[src/rtl/phs_pkg.sv]
package phs_pkg;
  localparam int unsigned PHS_WIDTH_DEFAULT = 16;

  // Number of words held by the stage
  typedef enum logic [1:0] {
    OCC_EMPTY = 2'd0,
    OCC_MAIN  = 2'd1,
    OCC_BOTH  = 2'd2
  } occ_t;
endpackage

[src/rtl/phs_transform.sv]
module phs_transform #(
  parameter int unsigned W = 16
) (
  input  logic [W-1:0] word_i,
  output logic [W-1:0] word_o
);
  localparam int unsigned TOP = W - 1;

  generate
    if (W == 1) begin : g_narrow
      // a single-bit even word halves to zero, an odd one maps to zero
      assign word_o = '0;
    end else begin : g_wide
      always_comb begin
        if (word_i[0]) word_o = '0;
        else           word_o = {1'b0, word_i[TOP:1]};
      end
    end
  endgenerate
endmodule

[src/rtl/phs_skid_buffer.sv]
module phs_skid_buffer
  import phs_pkg::*;
#(
  parameter int unsigned W = 16
) (
  input  logic         clk,
  input  logic         rst,
  input  logic         up_valid,
  input  logic [W-1:0] up_word,
  output logic         up_retry,
  output logic         dn_valid,
  output logic [W-1:0] dn_word,
  input  logic         dn_retry
);
  occ_t         occ_q;
  logic [W-1:0] main_q;
  logic [W-1:0] skid_q;
  logic         take;
  logic         give;

  assign up_retry = (occ_q == OCC_BOTH);
  assign dn_valid = (occ_q != OCC_EMPTY);
  assign dn_word  = main_q;
  assign take     = up_valid && !up_retry;
  assign give     = dn_valid && !dn_retry;

  always_ff @(posedge clk) begin
    if (rst) begin
      occ_q <= OCC_EMPTY;
    end else begin
      unique case (occ_q)
        OCC_EMPTY: if (take) occ_q <= OCC_MAIN;
        OCC_MAIN: begin
          if (!give && take)      occ_q <= OCC_BOTH;
          else if (give && !take) occ_q <= OCC_EMPTY;
        end
        OCC_BOTH: if (give) occ_q <= OCC_MAIN;
        default: occ_q <= OCC_EMPTY;
      endcase
    end
  end

  always_ff @(posedge clk) begin
    unique case (occ_q)
      OCC_EMPTY: if (take) main_q <= up_word;
      OCC_MAIN: begin
        if (give && take)       main_q <= up_word;
        else if (!give && take) skid_q <= up_word;
      end
      OCC_BOTH: if (give) main_q <= skid_q;
      default: ;
    endcase
  end
endmodule

[src/rtl/parity_halve_stage.sv]
module parity_halve_stage
  import phs_pkg::*;
#(
  parameter int unsigned W = PHS_WIDTH_DEFAULT
) (
  input  logic         clk,
  input  logic         rst,
  input  logic         in_valid,
  input  logic [W-1:0] in_data,
  output logic         in_retry,
  output logic         out_valid,
  output logic [W-1:0] out_data,
  input  logic         out_retry
);
  logic [W-1:0] shaped;

  // transform on entry so both storage entries hold finished words
  phs_transform #(.W(W)) u_xform (
    .word_i (in_data),
    .word_o (shaped)
  );

  phs_skid_buffer #(.W(W)) u_buf (
    .clk      (clk),
    .rst      (rst),
    .up_valid (in_valid),
    .up_word  (shaped),
    .up_retry (in_retry),
    .dn_valid (out_valid),
    .dn_word  (out_data),
    .dn_retry (out_retry)
  );
endmodule

[config.mk]
export PLATFORM = sky130hd
export DESIGN_NAME = parity_halve_stage
export DESIGN_NICKNAME = d
export VERILOG_FILES = /design/src/rtl/phs_pkg.sv /design/src/rtl/phs_transform.sv /design/src/rtl/phs_skid_buffer.sv /design/src/rtl/parity_halve_stage.sv
export SDC_FILE = /design/constraint.sdc
export NUM_CORES = 1
export LEC_CHECK = 0
export BUFFER_PORTS_ARGS = -buffer_cell sky130_fd_sc_hd__buf_2
export CAP_MARGIN = 5
export CORE_ASPECT_RATIO = 1.5
export CORE_UTILIZATION = 40
export CTS_BUF_LIST = sky130_fd_sc_hd__clkbuf_4
export DETAILED_ROUTE_END_ITERATION = 6
export PLACE_DENSITY = 0.69
export SLEW_MARGIN = 20
export SYNTH_ARGS = -nofsm -noshare
export SYNTH_HDL_FRONTEND = slang
export SYNTH_SLANG_ARGS = --single-unit
[constraint.sdc]
create_clock -name clk -period 3.3 [get_ports clk]
set_clock_uncertainty 0.2 [all_clocks]
set_input_delay 0.495 -clock clk [delete_from_list [all_inputs] [get_ports clk]]
set_output_delay 0.495 -clock clk [all_outputs]
set_load 0.005 [all_outputs]
==> flow_summary.json, run 1 <==
{
  "cap_violations": 0,
  "synth_most_common_cell": "edfxtp_1",
  "ios": 38,
  "synth_edf_count": 30,
  "fp.dieH_um": 73.6,
  "p_per_area_mw_per_mm2": 477,
  "grt_pass1_vias": 707,
  "synthCells": 80,
  "die_area_mm2": 0.00366,
  "grt_max_degree": 16,
  "synth_area_mm2": 0.00137,
  "drt-wirelength-per-cell_um": 13.1,
  "yosysTopAreaCell": "edfxtp_1",
  "post-route-period-util_pct": 69.6,
  "path_clk_slew_ps": 90,
  "cts_tree": "yes",
  "syn_to_final_growth_pct": 19.0,
  "final_max_slew_viol_count": 0,
  "rows": 25,
  "diodes": 0,
  "peakVddDrop_uv": 246,
  "drt_pass1_iterations": 2,
  "ant_nets": 0,
  "whs_path_depth": 2,
  "yosysSeqAreaShare_pct": 68.9,
  "wirelength_um": 2120,
  "rr_startpoint": "u_buf.occ_q[1]$_SDFFE_PP0P_",
  "synth_area_leaders": "edfxtp_1 (66%), mux2_4 (8.8%), nor2b_1 (6.0%), mux2_2 (5.8%), dfxtp_1 (2.9%)",
  "status": "complete, no violations",
  "avgSynthCellArea_um2": 17.1,
  "finalCoreUtilization_pct": 50.9,
  "grt_usage_pct": 13.3,
  "relSlewSlack_pct": 57.2,
  "post_dp_cell_area_mm2": 0.00157,
  "cts-htree-levels": 2,
  "clock-root-buffer": "clkbuf_4",
  "crit_fanout": 9,
  "yosys_warnings": 0,
  "p_leak_nw": 0.660,
  "overflow": 0,
  "hold_buffers": 0,
  "die_x_um": 49.7,
  "power_mw": 0.776,
  "fin_nets": 141,
  "fp.coreArea_mm2": 0.00319,
  "yosys_register_bits": 32,
  "first_iter_violations": 19,
  "antenna_found_initial": 0,
  "timing.critical_path.from": "u_buf.occ_q[1]$_SDFFE_PP0P_",
  "end_kind": "primary output",
  "hold_path_class": "input pin to register",
  "postCtsSetupBuffers": 0,
  "gp_congestion": 0.723,
  "synth_fp_nets": 100,
  "route.detailed.drc": 0,
  "cts.sinks": 32,
  "fin_tns_setup_ps": 0,
  "hpwl_um": 1510,
  "fillers": 303,
  "tightest_slew_ps": 641,
  "yosysUniqueCellTypes": 19,
  "arrival_ps": 1600,
  "grt_pass1_wl_um": 3310,
  "synthFlopType": "edfxtp_1",
  "clock.fmax_ghz": 0.436,
  "worstRegToRegCells": 3,
  "drive_gt1_share_pct": 53.3,
  "vias": 762,
  "numCtsBuffers": 5,
  "startpoint_type": "register",
  "clkLatencyLatePin_ps": 320,
  "clock_path_buffers": 2,
  "hp-start": "rst",
  "hold_viol": 0,
  "cp.required_ps": 2600,
  "ys_async_sr_fraction_pct": 0,
  "fin_crit_ps": 2300,
  "finalSetupViolations": 0,
  "synthTopCellsByCount": "edfxtp_1 (30), nor2b_1 (13), mux2_4 (8), mux2_2 (7), nand2_1 (4)",
  "port-buffer-count": 36,
  "vias_per_cell": 4.70,
  "design_area_mm2": 0.00163,
  "rsz0062_at_grt": "false",
  "ctsResizeCount": 0,
  "crit_type": "register to primary output",
  "synth_top_area_share_pct": 65.9,
  "initial_core_util_pct": 42.8
}
## metrics by stage
| stage | hold WS, ps | std cells | worst slack (ps) |
|---|---|---|---|
| after CTS | 134 | 162 | 959 |
| after global routing | 126 | 162 | 900 |
| after floorplan | 277 | 80 | 1340 |
| after global placement | 295 | 154 | 1420 |
| final | 152 | 162 | 1000 |
| after detailed placement | 331 | 154 | 1340 |
## final cells by class
class                           instances  area, um2  area share [%]
Clock buffer                            8       60.1            3.70
Tap cell                               40       50.0            3.08
Timing Repair Buffer                   38        195            12.0
Sequential cell                        32        941            57.9
Multi-Input combinational cell         44        379            23.3
## routing by layer
| layer | wire (um) | share of wire, % | vias up | GRT usage, % |
|---|---|---|---|---|
| met5 | 0 | 0 | - | 0 |
| met4 | 65 | 3.1 | 0 | 9.52 |
| met3 | 133 | 6.3 | 5 | 5.18 |
| met2 | 1110 | 52 | 23 | 21.0 |
| met1 | 809 | 38 | 367 | 14.3 |
| li1 | - | - | 367 | - |
## flip-flops by register name, summed over array words and instances (netlist names)
signal	cells
u_buf.dn_word	15
u_buf.skid_q	15
u_buf.occ_q	2
## cells in the final DEF (no fill, tap or decap), drive strengths merged
cell	n
a31oi	1
a21oi	1
edfxtp	30
conb	1
nor3b	1
nand2	4
buf	38
mux2	15
clkbuf	8
and2b	4
nor2b	14
nor2	1
or2	1
dfxtp	2
or3	1
## worst paths after layout
| path | end | slack (ps) |
|---|---|---|
| hold / removal | u_buf.occ_q[0]$_SDFFE_PP0P_ | 150 |
| setup reg to reg | u_buf.dn_word[10]$_DFFE_PP_ | 1370 |
| hold reg to reg | u_buf.occ_q[0]$_SDFFE_PP0P_ | 330 |
| setup / recovery | in_retry | 1000 |
## worst max-delay path: stages, from the launching register on
cell     delay, ps
dfxtp_1        380
nor2b_2        460
buf_4          290
buf_2          140
## kinds of logic (layout without fill, tap and decap cells)
family | count (synthesis) | in the layout | share of synthesized area [%]
AOI/OAI and AO/OA | 2 | 2 | 0.824
buffers and inverters | 4 | 46 | 3.39
DFF | 32 | 32 | 68.9
muxes | 15 | 15 | 14.6
other | 1 | 1 | 0.274
and+or+nand+nor | 26 | 26 | 12.1
## power by group
| part | internal [mW] | leakage [nW] | switching, mW |
|---|---|---|---|
| Sequential | 0.467 | 0.304 | 0.00511 |
| Clock | 0.109 | 0.0368 | 0.123 |
| Combinational | 0.0388 | 0.319 | 0.0327 |
| Total | 0.615 | 0.660 | 0.160 |
No activity file was read; power rests on OpenSTA's default activity.
==> inputs of run 2 (changes only) <==
==> constraint.sdc (replaced) <==
create_clock -name clk -period 2.4 [get_ports clk]
set_clock_uncertainty 0.2 [all_clocks]
set_input_delay 0.36 -clock clk [delete_from_list [all_inputs] [get_ports clk]]
set_output_delay 0.36 -clock clk [all_outputs]
set_load 0.005 [all_outputs]
==> flow_summary.json, run 2 (same netlist as run 1, synthesis figures left out) <==
{
  "status": "complete, no violations",
  "cts.sinks": 32,
  "cts-htree-levels": 2,
  "comb_power_share_pct": 8.8,
  "fp.coreArea_mm2": 0.00319,
  "clock.fmax_ghz": 0.523,
  "initial_core_util_pct": 42.8,
  "cap_violations": 0,
  "final_max_slew_viol_count": 0,
  "ctsResizeCount": 0,
  "p_sw_share_pct": 19.5,
  "grt_max_degree": 17,
  "fin_ws_ps": 489,
  "dp_slack_ps": 637,
  "grt_pass1_vias": 724,
  "ant_nets": 0,
  "route.detailed.drc": 0,
  "internal_power_mw": 0.909,
  "hold_path_class": "input pin to register",
  "cp_cell_sequence": "nor2b_2 > buf_4 > buf_2",
  "numCtsBuffers": 5,
  "syn_to_final_growth_pct": 20.8,
  "fin_nets": 142,
  "p_leak_nw": 0.668,
  "wirelength_um": 2180,
  "drive_gt1_share_pct": 51.2,
  "slowest_delay_ps": 380,
  "relSlewSlack_pct": 58.0,
  "diodes": 0,
  "path_clk_slew_ps": 100,
  "fin_crit_ps": 1910,
  "die_x_um": 49.7,
  "worst-path-buf-inv": 2,
  "startpoint_type": "register",
  "drt-wirelength-per-cell_um": 13.4,
  "cts_tree": "yes",
  "peakVddDrop_uv": 506,
  "rows": 25,
  "ios": 38,
  "grt_pass1_wl_um": 3380,
  "finalSetupViolations": 0,
  "cp.required_ps": 1840,
  "clockPowerShare_pct": 33.7,
  "fp.dieH_um": 73.6,
  "critical-path-top-delay-family": "buffers and inverters",
  "layout_commonest_cell": "buf_2",
  "die_area_mm2": 0.00366,
  "fin_tns_setup_ps": 0,
  "drt_pass1_iterations": 4,
  "post-route-period-util_pct": 79.6,
  "crit_type": "register to primary output",
  "hold_viol": 0,
  "p_seq_share_pct": 57.5,
  "rsz0062_at_grt": "false",
  "hpwl_um": 1510,
  "vias": 765,
  "first_iter_violations": 14,
  "antenna_found_initial": 0,
  "p_per_area_mw_per_mm2": 685,
  "tightest_slew_ps": 629,
  "cp_slowest_cell": "dfxtp_1",
  "end_kind": "primary output",
  "overflow": 0,
  "power.switching_mw": 0.221,
  "final_cell_mix": "buf_2 (36), edfxtp_1 (30), nor2b_1 (13)",
  "gp_congestion": 0.741,
  "grt_usage_pct": 13.3,
  "vias_per_cell": 4.69,
  "arrival_ps": 1350,
  "clock-root-buffer": "clkbuf_4",
  "crit_fanout": 16,
  "port-buffer-count": 36,
  "clkLatencyLatePin_ps": 330,
  "reg2reg_slack_ps": 690,
  "clock_path_buffers": 2,
  "fillers": 291
}
[run 2: cell count changes in the layout (fill, tap and decap cells not counted)]
cell,delta
clkbuf_4,-3
clkinv_1,+2
bufinv_16,+1
dlygate4sd3_1,+1
[run 2: per-layer routing]
layer	track usage, %	wire [um]	up-vias
li1	-	-	372
met1	13.4	809	364
met2	23.1	1220	23
met3	5.18	107	6
met4	7.62	45	0
met5	0	0	-
[run 2: power groups by stage]
stage,Clock [mW],Sequential (mW),Combinational [mW]
final,0.380,0.650,0.0995
after global routing,0.411,0.653,0.110
after detailed placement,0,0.663,0.0993
after floorplan,0,0.665,0.0540
after global placement,0,0.662,0.0960
after CTS,0.390,0.650,0.101
[run 2: final cells by class]
| cell class | count | area (um2) | share of cell area (%) |
|---|---|---|---|
| repair buffers | 39 | 205 | 12.4 |
| clock buffers | 5 | 37.5 | 2.27 |
| flip-flops and latches | 32 | 941 | 57.0 |
| clock inverters | 3 | 37.5 | 2.27 |
| well taps | 40 | 50.0 | 3.03 |
| multi-input cells | 44 | 379 | 23.0 |
[run 2: timing repair]
| item | 4_1_cts | 5_1_grt |
|---|---|---|
| hold buffers | 1 | 0 |
| buffers inserted | 0 | 0 |
| hold endpoints to repair | 2 | 0 |
| endpoints found under the setup margin | 0 | 0 |
[run 2: worst paths after layout]
check | startpoint | to | cells past startpoint
worst max-delay path | u_buf.occ_q[1]$_SDFFE_PP0P_ | in_retry | 3
worst min-delay path | out_retry | u_buf.occ_q[1]$_SDFFE_PP0P_ | 2
worst max register to register | u_buf.occ_q[1]$_SDFFE_PP0P_ | u_buf.dn_word[1]$_DFFE_PP_ | 3
worst min register to register | u_buf.occ_q[1]$_SDFFE_PP0P_ | u_buf.occ_q[0]$_SDFFE_PP0P_ | 2
[run 2: per-stage QoR]
step                      total power [mW]  hold WS [ps]  utilization [%]  cell area (um2)  std cells
after floorplan                      0.719           229                -             1370         80
after global placement               0.758           291             49.1             1570        154
after detailed placement             0.762           311             49.1             1570        154
after CTS                             1.14           102             51.7             1650        163
after global routing                  1.17           105             51.7             1650        163
final                                 1.13           112             51.7             1650        163
==> inputs of run 3 (changes only) <==
--- a/config.mk
+++ b/config.mk
@@ -5,13 +5,14 @@
 export SDC_FILE = /design/constraint.sdc
 export NUM_CORES = 1
 export LEC_CHECK = 0
+export ABC_AREA = 1
 export BUFFER_PORTS_ARGS = -buffer_cell sky130_fd_sc_hd__buf_2
 export CAP_MARGIN = 5
 export CORE_ASPECT_RATIO = 1.5
 export CORE_UTILIZATION = 40
 export CTS_BUF_LIST = sky130_fd_sc_hd__clkbuf_4
 export DETAILED_ROUTE_END_ITERATION = 6
-export PLACE_DENSITY = 0.69
+export PLACE_DENSITY = 0.71
 export SLEW_MARGIN = 20
 export SYNTH_ARGS = -nofsm -noshare
 export SYNTH_HDL_FRONTEND = slang
==> constraint.sdc (replaced) <==
create_clock -name clk -period 1.7 [get_ports clk]
set_clock_uncertainty 0.2 [all_clocks]
set_input_delay 0.255 -clock clk [delete_from_list [all_inputs] [get_ports clk]]
set_output_delay 0.255 -clock clk [all_outputs]
set_load 0.005 [all_outputs]
==> flow_summary.json, run 3 <==
{
  "port-buffer-count": 36,
  "synth_most_common_cell": "nand2_1",
  "fin_nets": 195,
  "grt_pass1_wl_um": 3750,
  "syn_to_final_growth_pct": 25.4,
  "finalSetupViolations": 0,
  "cp_cell_sequence": "inv_1 > nand2_4 > inv_8 > buf_2",
  "drt-wirelength-per-cell_um": 10.8,
  "ios": 38,
  "die_area_mm2": 0.00363,
  "fin_crit_ps": 1560,
  "peakVddDrop_uv": 936,
  "dp_slack_ps": 275,
  "rows": 25,
  "fin_ws_ps": 136,
  "final_cell_mix": "nand2_1 (53), buf_2 (36), edfxtp_1 (30)",
  "cp_slowest_cell": "dfxtp_1",
  "hp-start": "out_retry",
  "worst-path-buf-inv": 3,
  "critical-path-top-delay-family": "buffers and inverters",
  "yosys_warnings": 0,
  "numCtsBuffers": 5,
  "end_kind": "primary output",
  "clock_path_buffers": 2,
  "die_x_um": 49.5,
  "clkLatencyLatePin_ps": 330,
  "cts_tree": "yes",
  "layout_commonest_cell": "nand2_1",
  "path_clk_slew_ps": 90,
  "ant_nets": 0,
  "yosys_register_bits": 32,
  "antenna_found_initial": 0,
  "worstRegToRegCells": 5,
  "synth_area_leaders": "edfxtp_1 (67%), nand2_1 (15%), inv_1 (5.0%), nor2_1 (4.7%), dfxtp_1 (3.0%)",
  "synthTopCellsByCount": "nand2_1 (53), edfxtp_1 (30), inv_1 (18), nor2_1 (17), buf_4 (3)",
  "rr_endpoint": "u_buf.dn_word[9]$_DFFE_PP_",
  "ys_async_sr_fraction_pct": 0,
  "synth_area_mm2": 0.00135,
  "cap_violations": 0,
  "gp_congestion": 0.755,
  "final_max_slew_viol_count": 0,
  "rr_startpoint": "u_buf.occ_q[0]$_SDFFE_PP0P_",
  "post_dp_cell_area_mm2": 0.00159,
  "hold_viol": 0,
  "grt_pass1_vias": 903,
  "status": "complete, no violations",
  "yosysUniqueCellTypes": 14,
  "first_iter_violations": 33,
  "overflow": 0,
  "reg2reg_slack_ps": 200,
  "rsz0062_at_grt": "false",
  "synth_edf_count": 30,
  "post-route-period-util_pct": 92.0,
  "design_area_mm2": 0.00170,
  "synthCells": 131,
  "whs_path_depth": 3,
  "clock.fmax_ghz": 0.639,
  "avgSynthCellArea_um2": 10.3,
  "crit_type": "register to primary output",
  "yosysSeqAreaShare_pct": 69.5,
  "crit_fanout": 17,
  "arrival_ps": 1110,
  "p_leak_nw": 0.827,
  "route.detailed.drc": 0,
  "synthFlopType": "edfxtp_1",
  "fp.coreArea_mm2": 0.00319,
  "hold_path_class": "input pin to register",
  "cp.required_ps": 1240,
  "cts-htree-levels": 2,
  "fin_hold_ws_ps": 33.5,
  "initial_core_util_pct": 42.4,
  "yosysTopAreaCell": "edfxtp_1",
  "synth_top_area_share_pct": 66.5,
  "fp.dieH_um": 73.3,
  "vias": 958,
  "wirelength_um": 2330,
  "synth_fp_nets": 151,
  "drt_pass1_iterations": 4,
  "grt_max_degree": 19,
  "hold_end": "u_buf.occ_q[1]$_SDFFE_PP0P_",
  "slowest_delay_ps": 320,
  "vias_per_cell": 4.44,
  "fin_tns_setup_ps": 0,
  "startpoint_type": "register",
  "hpwl_um": 1770,
  "power_mw": 1.65,
  "grt_usage_pct": 14.2,
  "p_per_area_mw_per_mm2": 971,
  "diodes": 0,
  "drive_gt1_share_pct": 29.5,
  "clock-root-buffer": "clkbuf_4",
  "cts.sinks": 32
}
-- run 3: tightest hold or removal path: stages --
cell and delay, ps:
buf_2 120, a21oi_1 70, nor2_1 90
-- run 3: where the power goes --
part           switching (mW)  internal [mW]
Clock                   0.250          0.324
Sequential            0.00948          0.909
Combinational          0.0865         0.0693
-- run 3: final cells by class --
class / count / area, um2
Sequential cell: 32 / 941
Fill cell: 304 / 1490
Multi-Input combinational cell: 76 / 303
Clock buffer: 6 / 45.0
Clock inverter: 2 / 35.0
Timing Repair Buffer: 41 / 245
Inverter: 19 / 78.8
Tap cell: 40 / 50.0
-- run 3: logic make-up (layout without fill, tap and decap cells) --
group	count (synthesis)	after routing	share of synthesized area [%]
AO/OA/AOI/OAI	2	2	0.739
flip-flops	32	32	69.5
AND/OR/NAND/NOR	73	73	21.1
other	1	1	0.277
buffers and inverters	23	68	8.41
-- run 3: stage by stage --
| stage | instances | util, % |
|---|---|---|
| after global placement | 205 | 49.8 |
| after global routing | 216 | 53.2 |
| final | 216 | 53.2 |
| after CTS | 214 | 52.7 |
| after floorplan | 131 | - |
| after detailed placement | 205 | 49.8 |
-- run 3: what timing repair did --
action,in CTS,in global routing
endpoints found under the setup margin,0,1
gates resized for setup,0,1
buffers inserted,0,2
endpoints found under the hold margin,2,0
hold buffers,1,0
-- run 3: how the worst max path moves through the flow --
stage	startpoint	endpoint	slack, ps	depth (start not counted)
after CTS	u_buf.occ_q[0]$_SDFFE_PP0P_	in_retry	9	4
final	u_buf.occ_q[0]$_SDFFE_PP0P_	in_retry	140	4
after global placement	u_buf.occ_q[0]$_SDFFE_PP0P_	u_buf.dn_word[3]$_DFFE_PP_	320	4
after detailed placement	u_buf.occ_q[0]$_SDFFE_PP0P_	u_buf.dn_word[13]$_DFFE_PP_	270	4
after global routing	u_buf.occ_q[0]$_SDFFE_PP0P_	in_retry	100	4
after floorplan	u_buf.occ_q[0]$_SDFFE_PP0P_	u_buf.dn_word[0]$_DFFE_PP_	180	3
-- run 3: layer usage --
layer	wire, um	up-vias	GRT usage (%)
met3	139	5	3.73
met5	0	-	0
li1	-	497	-
met4	55	0	10.5
met1	975	426	15.7
met2	1160	30	23.3
